===== src/rtl/irm_pkg.sv =====
package irm_pkg;
  localparam int PHASE_W = 4;
  localparam int DUTY_W  = 3;
  localparam int PHASES  = 1 << PHASE_W;

  function automatic logic in_burst_window(input logic [PHASE_W-1:0] ph,
                                           input logic [DUTY_W-1:0]  duty);
    return ph <= {1'b0, duty};
  endfunction
endpackage


===== src/rtl/irm_line_edge.sv =====
module irm_line_edge (
  input  logic clk,
  input  logic rst_n,
  input  logic line_in,
  output logic line_q,
  output logic fall
);
  always_ff @(posedge clk) begin
    if (!rst_n) line_q <= 1'b1;
    else        line_q <= line_in;
  end

  assign fall = line_q & ~line_in;


  fall_seen_chk: assert property (@(posedge clk) disable iff (!rst_n)
    fall |=> !line_q);
endmodule


===== src/rtl/irm_carrier_timer.sv =====
module irm_carrier_timer
  import irm_pkg::*;
#(
  parameter int DIV_W = 8
) (
  input  logic               clk,
  input  logic               rst_n,
  input  logic               restart,
  input  logic [DIV_W-1:0]   div_val,
  output logic [PHASE_W-1:0] phase
);
  logic [DIV_W-1:0] pre_cnt;
  logic             tick;

  assign tick = (pre_cnt >= div_val);

  always_ff @(posedge clk) begin
    if (!rst_n) begin
      pre_cnt <= '0;
      phase   <= '0;
    end else if (restart) begin
      pre_cnt <= '0;
      phase   <= '0;
    end else if (tick) begin
      pre_cnt <= '0;
      phase   <= phase + 1'b1;
    end else begin
      pre_cnt <= pre_cnt + 1'b1;
    end
  end


  phase_hold_chk: assert property (@(posedge clk) disable iff (!rst_n)
    (!restart && !tick) |=> $stable(phase));


  phase_step_chk: assert property (@(posedge clk) disable iff (!rst_n)
    (!restart && tick) |=> phase == PHASE_W'($past(phase) + 1'b1));


  restart_zero_chk: assert property (@(posedge clk) disable iff (!rst_n)
    restart |=> (phase == '0 && pre_cnt == '0));
endmodule


===== src/rtl/irm_shaper.sv =====
module irm_shaper
  import irm_pkg::*;
(
  input  logic               clk,
  input  logic               rst_n,
  input  logic               en,
  input  logic               inv,
  input  logic [DUTY_W-1:0]  duty,
  input  logic               line_q,
  input  logic [PHASE_W-1:0] phase,
  output logic               tx_out
);
  logic idle_lvl;
  logic burst;
  logic nxt;

  assign idle_lvl = ~inv;
  assign burst    = ~line_q & in_burst_window(phase, duty);

  always_comb begin
    if (en) nxt = burst ? inv : idle_lvl;
    else    nxt = line_q ^ inv;
  end

  always_ff @(posedge clk) begin
    if (!rst_n) tx_out <= 1'b1;
    else        tx_out <= nxt;
  end


  idle_hold_chk: assert property (@(posedge clk) disable iff (!rst_n)
    (en && line_q) |=> tx_out == !$past(inv));


  duty_gap_chk: assert property (@(posedge clk) disable iff (!rst_n)
    (en && !line_q && (phase > {1'b0, duty})) |=> tx_out == !$past(inv));
endmodule


===== src/rtl/ir_carrier_mod.sv =====
module ir_carrier_mod
  import irm_pkg::*;
#(
  parameter int DIV_W = 8
) (
  input  logic             clk,
  input  logic             rst_n,
  input  logic             nrz_in,
  input  logic             mod_en,
  input  logic             inv_pol,
  input  logic [2:0]       duty_code,
  input  logic [DIV_W-1:0] div_val,
  output logic             tx_out
);
  logic               line_q;
  logic               line_fall;
  logic [PHASE_W-1:0] phase;

  irm_line_edge u_edge (
    .clk     (clk),
    .rst_n   (rst_n),
    .line_in (nrz_in),
    .line_q  (line_q),
    .fall    (line_fall)
  );

  irm_carrier_timer #(.DIV_W(DIV_W)) u_timer (
    .clk     (clk),
    .rst_n   (rst_n),
    .restart (line_fall),
    .div_val (div_val),
    .phase   (phase)
  );

  irm_shaper u_shape (
    .clk    (clk),
    .rst_n  (rst_n),
    .en     (mod_en),
    .inv    (inv_pol),
    .duty   (duty_code),
    .line_q (line_q),
    .phase  (phase),
    .tx_out (tx_out)
  );

  logic [1:0] age;
  always_ff @(posedge clk) begin
    if (!rst_n)            age <= 2'd0;
    else if (age != 2'd2)  age <= age + 2'd1;
  end


  pass_chk: assert property (@(posedge clk) disable iff (!rst_n)
    (age == 2'd2 && $past(!mod_en)) |-> tx_out == ($past(nrz_in, 2) ^ $past(inv_pol)));
endmodule


===== config.mk =====
export PLATFORM = sky130hd
export DESIGN_NAME = ir_carrier_mod
export DESIGN_NICKNAME = d
export VERILOG_FILES = /design/src/rtl/irm_pkg.sv /design/src/rtl/irm_line_edge.sv /design/src/rtl/irm_carrier_timer.sv /design/src/rtl/irm_shaper.sv /design/src/rtl/ir_carrier_mod.sv
export SDC_FILE = /design/constraint.sdc
export NUM_CORES = 1
export LEC_CHECK = 0
export ABC_CLOCK_PERIOD_IN_PS = 3200
export BUFFER_PORTS_ARGS = -buffer_cell sky130_fd_sc_hd__buf_2
export CORE_MARGIN = 2
export CORE_UTILIZATION = 42
export CTS_CLUSTER_SIZE = 12
export DETAILED_ROUTE_END_ITERATION = 8
export PLACE_DENSITY = 0.71
export SLEW_MARGIN = 20
export SYNTH_ARGS = -nofsm -noshare
export SYNTH_HDL_FRONTEND = slang
export SYNTH_SLANG_ARGS = --single-unit
export TNS_END_PERCENT = 10

===== constraint.sdc =====
create_clock -name clk -period 3.2 [get_ports clk]
set_input_delay 0.16 -clock clk [delete_from_list [all_inputs] [get_ports clk]]
set_output_delay 0.16 -clock clk [all_outputs]
set_load 0.02 [all_outputs]

==> impl_metrics.json, run 1 <==
{
  "status": "finished, final reports clean",
  "yosys_register_bits": 14,
  "clock-sinks": 14,
  "vdd_ir_drop_max_mv": 0.202,
  "cts_tree": "yes",
  "io_buffers": 16,
  "row_count": 15,
  "mappedNetlistArea_sq_um": 821,
  "htreeDepth": 1,
  "start_util": 0.460,
  "avgRoutedWirePerCell_microns": 9.29,
  "ys_top_cells_by_count": "15 x inv_1, 14 x dfxtp_1, 13 x ha_1",
  "area_growth_pct": 16.3,
  "antenna_found_initial": 0,
  "period_needed_ns": 1.87,
  "path_class": "register to register",
  "synth_area_leaders": "dfxtp_1 34%, ha_1 20%, inv_1 6.9%",
  "endpoint_kind": "register",
  "syn-num-nets": 126,
  "maxSlewHeadroom": 0.622,
  "finalNetCount": 147,
  "vias": 676,
  "hold_buffers": 0,
  "postCtsSetupBuffers": 0,
  "rsz0062_at_grt": "no",
  "hold_viol": 0,
  "period_share": 0.585,
  "synth_top_area_share": 0.341,
  "clkTransAtPathRegs_ns": 0.07,
  "drt_iter0_markers": 5,
  "worstSkewPairLatency_ns": 0.27,
  "synth_cell_type_count": 23,
  "grt_pass1_vias": 586,
  "die_area_sq_um": 2320,
  "r2r_cells": 7,
  "die_x_microns": 48.2,
  "dr.pass1.iters": 4,
  "grt_max_degree": 10,
  "clockBufferDepth": 2,
  "fin_hold_ws_ns": 0.0849,
  "cts_resized": 0,
  "vias_per_cell": 4.79,
  "maxSlewViolCount": 0,
  "cts_buffers": 3,
  "drive_above_1_share": 0.181,
  "max_freq_ghz": 0.534,
  "routabilityCongestion": 0.792,
  "dp_hpwl_microns": 1080,
  "async_flop_share": 0,
  "clockRootBuffer": "clkbuf_4",
  "routed_wl_microns": 1310,
  "chipHeight_microns": 48.2,
  "antenna_left": 0,
  "synth_edf_count": 0,
  "worst_clock_skew_ns": 0.00149,
  "syn_avg_cell_area_sq_um": 8.46,
  "insertedDiodeCount": 0,
  "setup_viol": 0,
  "ys.flop_type": "dfxtp_1",
  "p_leak_nw": 0.459,
  "critPathMaxFanout": 9,
  "min_path_type": "input pin to register",
  "core_sq_um": 1780,
  "drc": 0,
  "powerDensity_nw_per_um2": 326,
  "pin_count": 17,
  "hold_depth": 3,
  "overflow": 0,
  "worstPathRequired_ns": 3.41,
  "postSynthCellCount": 97,
  "crit_path_start_kind": "register",
  "tightest_slew_ns": 0.561,
  "fill_cells": 169,
  "fin_setup_tns_ns": 0,
  "yosysMostFrequentCell": "inv_1",
  "grt_pass1_wl_microns": 2210,
  "synth_top_area_cell": "dfxtp_1",
  "grt_use_total": 0.138,
  "cp_data_arrival_time_ns": 2.08,
  "cap_violations": 0,
  "yosysSeqAreaShare": 0.341,
  "ys_warn_count": 0
}
==> metrics by stage <==
stage | setup WS, ns | instance area, sq um | util | instances | power, W
2_1_floorplan | 1.47 | 821 | - | 97 | 0.000207
5_1_grt | 1.17 | 955 | 0.535 | 141 | 0.000331
3_3_place_gp | 1.37 | 932 | 0.523 | 138 | 0.000221
4_1_cts | 1.30 | 955 | 0.535 | 141 | 0.000318
6_report | 1.33 | 955 | 0.535 | 141 | 0.000311
3_5_place_dp | 1.31 | 932 | 0.523 | 138 | 0.000223
==> per-layer routing <==
| layer | routed length, microns | global-route usage |
|---|---|---|
| met2 | 570 | 0.218 |
| met3 | 71 | 0.0333 |
| met1 | 658 | 0.170 |
| met4 | 10 | 0.0811 |
| met5 | 0 | 0 |
==> path summary, 6_finish.rpt <==
| check | startpoint | end | slack [ns] |
|---|---|---|---|
| setup / recovery | u_timer.pre_cnt[0]$_SDFF_PP0_ | u_timer.pre_cnt[6]$_SDFF_PP0_ | 1.33 |
| hold / removal | nrz_in | u_edge.line_q$_SDFF_PN1_ | 0.08 |
| setup reg to reg | u_timer.pre_cnt[0]$_SDFF_PP0_ | u_timer.pre_cnt[6]$_SDFF_PP0_ | 1.33 |
| hold reg to reg | u_timer.pre_cnt[0]$_SDFF_PP0_ | u_timer.pre_cnt[0]$_SDFF_PP0_ | 0.47 |
==> registers in the layout, summed over array words and instances (netlist names) <==
name	flops
u_timer.pre_cnt	8
u_timer.phase	4
u_edge.line_q	1
u_shape.tx_out	1
==> worst max-delay path, stage by stage (launching register included) <==
cell and delay [ns]:
dfxtp_1 0.38, inv_1 0.06, ha_1 0.25, nand2b_1 0.13, a2111o_1 0.44, a21oi_4 0.26
nand2_2 0.15, nor2_1 0.14
==> layout make-up <==
cell class | count | area [sq um] | area share
tap | 25 | 31.3 | 0.0328
timing repair buffer | 16 | 80.1 | 0.0839
sequential | 14 | 280 | 0.294
inverter | 15 | 56.3 | 0.0590
clock buffer | 3 | 22.5 | 0.0236
multi-input combinational | 68 | 484 | 0.507
==> cell families (layout without fill, tap and decap cells) <==
kind of cell / Yosys count / after routing / synth area share
AND/OR/NAND/NOR: 29 / 29 / 0.169
flip-flops: 14 / 14 / 0.341
AO/OA/AOI/OAI: 19 / 19 / 0.148
XOR/XNOR: 7 / 7 / 0.0747
adder cells (fa/ha/maj): 13 / 13 / 0.198
buffers and inverters: 15 / 34 / 0.0686
==> power breakdown <==
| part | internal (W) | switching (W) |
|---|---|---|
| Combinational | 0.0000187 | 0.0000189 |
| Clock | 0.0000435 | 0.0000497 |
| Sequential | 0.000178 | 0.00000247 |
==> cells in the final DEF (no fill, tap or decap), drive strengths merged, types with 3 or more instances in the layout <==
master	Yosys	routed
xor2	3	3
xnor2	4	4
nand2	6	6
a21oi	8	8
buf	0	16
o21ai	6	6
nor2	9	9
inv	15	15
clkbuf	0	3
nand3	6	6
ha	13	13
dfxtp	14	14
(Power assumes the default switching activity.)
==> inputs of run 2 (changes only) <==
--- a/config.mk
+++ b/config.mk
@@ -5,13 +5,14 @@
 export SDC_FILE = /design/constraint.sdc
 export NUM_CORES = 1
 export LEC_CHECK = 0
-export ABC_CLOCK_PERIOD_IN_PS = 3200
+export ABC_AREA = 1
+export ABC_CLOCK_PERIOD_IN_PS = 1800
 export BUFFER_PORTS_ARGS = -buffer_cell sky130_fd_sc_hd__buf_2
 export CORE_MARGIN = 2
 export CORE_UTILIZATION = 42
 export CTS_CLUSTER_SIZE = 12
 export DETAILED_ROUTE_END_ITERATION = 8
-export PLACE_DENSITY = 0.71
+export PLACE_DENSITY = 0.7
 export SLEW_MARGIN = 20
 export SYNTH_ARGS = -nofsm -noshare
 export SYNTH_HDL_FRONTEND = slang
==> constraint.sdc (replaced) <==
create_clock -name clk -period 1.8 [get_ports clk]
set_input_delay 0.09 -clock clk [delete_from_list [all_inputs] [get_ports clk]]
set_output_delay 0.09 -clock clk [all_outputs]
set_load 0.02 [all_outputs]
==> run 2 against run 1 <==
Net effect:
- cell count up 18%
- first-iteration DRC count down 60%
- maximum frequency up 24%
- synthesized area up 11%
- worst setup slack worse by 1.0 ns
- register-to-register slack worse by 1.0 ns
- clock power up 78%
- hold slack worse by 0.073 ns
- power up 81%
- critical path depth up 2
- sequential cell count unchanged
- sequential power up 78%
- largest cell class unchanged
- largest power group unchanged
==> impl_metrics.json, run 2 <==
{
  "status": "finished, final reports clean",
  "ys_top_cells_by_count": "19 x inv_1, 19 x nand2_1, 14 x dfxtp_1",
  "dp_hpwl_microns": 1310,
  "finalNetCount": 170,
  "chipHeight_microns": 50.6,
  "clock-sinks": 14,
  "synth_top_area_cell": "dfxtp_1",
  "clockBufferDepth": 2,
  "grt_max_degree": 9,
  "postSynthCellCount": 119,
  "r2r_slack_ns": 0.29,
  "p_leak_nw": 0.525,
  "syn-num-nets": 148,
  "setup_viol": 0,
  "critPathMaxFanout": 8,
  "yosys_register_bits": 14,
  "maxSlewHeadroom": 0.793,
  "grt_pass1_vias": 774,
  "die_area_sq_um": 2560,
  "cap_violations": 0,
  "row_count": 16,
  "worstPathRequired_ns": 2.00,
  "syn_avg_cell_area_sq_um": 7.65,
  "async_flop_share": 0,
  "hold_buffers": 1,
  "grt_use_total": 0.149,
  "largest_reg_flops": 8,
  "cts_tree": "yes",
  "crit_path_start_kind": "register",
  "hold_path_end": "u_edge.line_q$_SDFF_PN1_",
  "power.total_w": 0.000563,
  "min_path_type": "input pin to register",
  "pin_count": 17,
  "synth_area_leaders": "dfxtp_1 31%, ha_1 18%, inv_1 7.8%",
  "fin_setup_tns_ns": 0,
  "antenna_found_initial": 0,
  "powerDensity_nw_per_um2": 532,
  "yosysSeqAreaShare": 0.308,
  "worstSkewPairLatency_ns": 0.27,
  "final_cell_mix": "19 x inv_1, 19 x nand2_1, 16 x buf_2",
  "avgRoutedWirePerCell_microns": 9.55,
  "mappedNetlistArea_sq_um": 911,
  "path_class": "register to register",
  "vias": 773,
  "hold_depth": 3,
  "period_share": 0.837,
  "cp_data_arrival_time_ns": 1.70,
  "routed_wl_microns": 1590,
  "io_buffers": 16,
  "cts_buffers": 3,
  "htreeDepth": 1,
  "core_sq_um": 2000,
  "period_needed_ns": 1.51,
  "routabilityCongestion": 0.812,
  "die_x_microns": 50.6,
  "ys.flop_type": "dfxtp_1",
  "max_freq_ghz": 0.664,
  "fill_cells": 211,
  "r2r-end": "u_timer.pre_cnt[7]$_SDFF_PP0_",
  "hold_viol": 0,
  "regMostFlops": "u_timer.pre_cnt",
  "synth_top_area_share": 0.308,
  "grt_pass1_wl_microns": 2990,
  "synth_cell_type_count": 20,
  "worst_clock_skew_ns": 0.00677,
  "clkTransAtPathRegs_ns": 0.08,
  "r2r_start": "u_timer.pre_cnt[0]$_SDFF_PP0_",
  "overflow": 0,
  "final_util": 0.528,
  "vdd_ir_drop_max_mv": 0.259,
  "tightest_slew_ns": 0.308,
  "postCtsSetupBuffers": 0,
  "rsz0062_at_grt": "no",
  "ys_warn_count": 0,
  "drt_iter0_markers": 2,
  "area_growth_pct": 16.1,
  "synth_edf_count": 0,
  "drc": 0,
  "endpoint_kind": "register",
  "drive_above_1_share": 0.223,
  "maxSlewViolCount": 0,
  "r2r_cells": 9,
  "fin_hold_ws_ns": 0.0123,
  "antenna_left": 0,
  "clockRootBuffer": "clkbuf_4",
  "cts_resized": 0,
  "dr.pass1.iters": 3,
  "start_util": 0.455,
  "hold_start": "nrz_in",
  "insertedDiodeCount": 0,
  "reg_top3": "u_timer.pre_cnt: 8 flops, u_timer.phase: 4 flops",
  "vias_per_cell": 4.66
}
==> run 2: layer usage <==
metal / up-vias / wire (microns) / global-route usage
met4: 0 / 0 / 0.0541
li1: 420 / - / -
met3: 0 / 38 / 0.0179
met1: 343 / 712 / 0.170
met2: 10 / 835 / 0.281
met5: - / 0 / 0
==> run 2: where the power goes <==
part           switching (W)  internal (W)  total (W)
combinational      0.0000397     0.0000352  0.0000750
sequential        0.00000550      0.000316   0.000321
clock              0.0000891     0.0000772   0.000166
total               0.000134      0.000428   0.000563
==> run 2: critical path, cell delays in order, from the launching register on <==
cell	delay, ns
dfxtp_1	0.43
inv_6	0.05
ha_1	0.26
nand2_1	0.06
nand3_1	0.07
nand2_1	0.06
nand2_1	0.06
nand2_2	0.11
nand3b_2	0.18
a21oi_1	0.15
==> run 2: through the flow <==
step,setup WS [ns],cells,cell area (sq um)
2_1_floorplan,0.450,119,911
3_3_place_gp,0.369,162,1020
3_5_place_dp,0.305,162,1020
4_1_cts,0.273,166,1060
5_1_grt,0.154,166,1060
6_report,0.293,166,1060
==> run 2: cell type report <==
class | instances | area [sq um] | area share
well taps | 27 | 33.8 | 0.0320
repair buffers | 17 | 90.1 | 0.0852
inverters | 24 | 109 | 0.103
clock buffers | 3 | 22.5 | 0.0213
flip-flops and latches | 14 | 280 | 0.265
multi-input cells | 81 | 522 | 0.493
==> run 2: worst max path at each step <==
stage / startpoint / end / slack (ns)
after floorplan: u_timer.pre_cnt[0]$_SDFF_PP0_ / u_timer.pre_cnt[4]$_SDFF_PP0_ / 0.45
after global placement: u_timer.pre_cnt[0]$_SDFF_PP0_ / u_timer.pre_cnt[1]$_SDFF_PP0_ / 0.37
after detailed placement: u_timer.pre_cnt[0]$_SDFF_PP0_ / u_timer.pre_cnt[4]$_SDFF_PP0_ / 0.30
after CTS: u_timer.pre_cnt[0]$_SDFF_PP0_ / u_timer.pre_cnt[7]$_SDFF_PP0_ / 0.27
after global routing: u_timer.pre_cnt[0]$_SDFF_PP0_ / u_timer.pre_cnt[4]$_SDFF_PP0_ / 0.15
final: u_timer.pre_cnt[0]$_SDFF_PP0_ / u_timer.pre_cnt[7]$_SDFF_PP0_ / 0.29
==> run 2: logic make-up (layout without fill, tap and decap cells) <==
group                    after synthesis  in the layout  share of synthesized area
flip-flops                            14             14                      0.308
AO/OA/AOI/OAI                         11             11                     0.0646
AND/OR/NAND/NOR                       51             51                      0.272
buffers and inverters                 24             44                      0.120
adder cells (fa/ha/maj)               13             13                      0.179
XOR/XNOR                               6              6                     0.0577
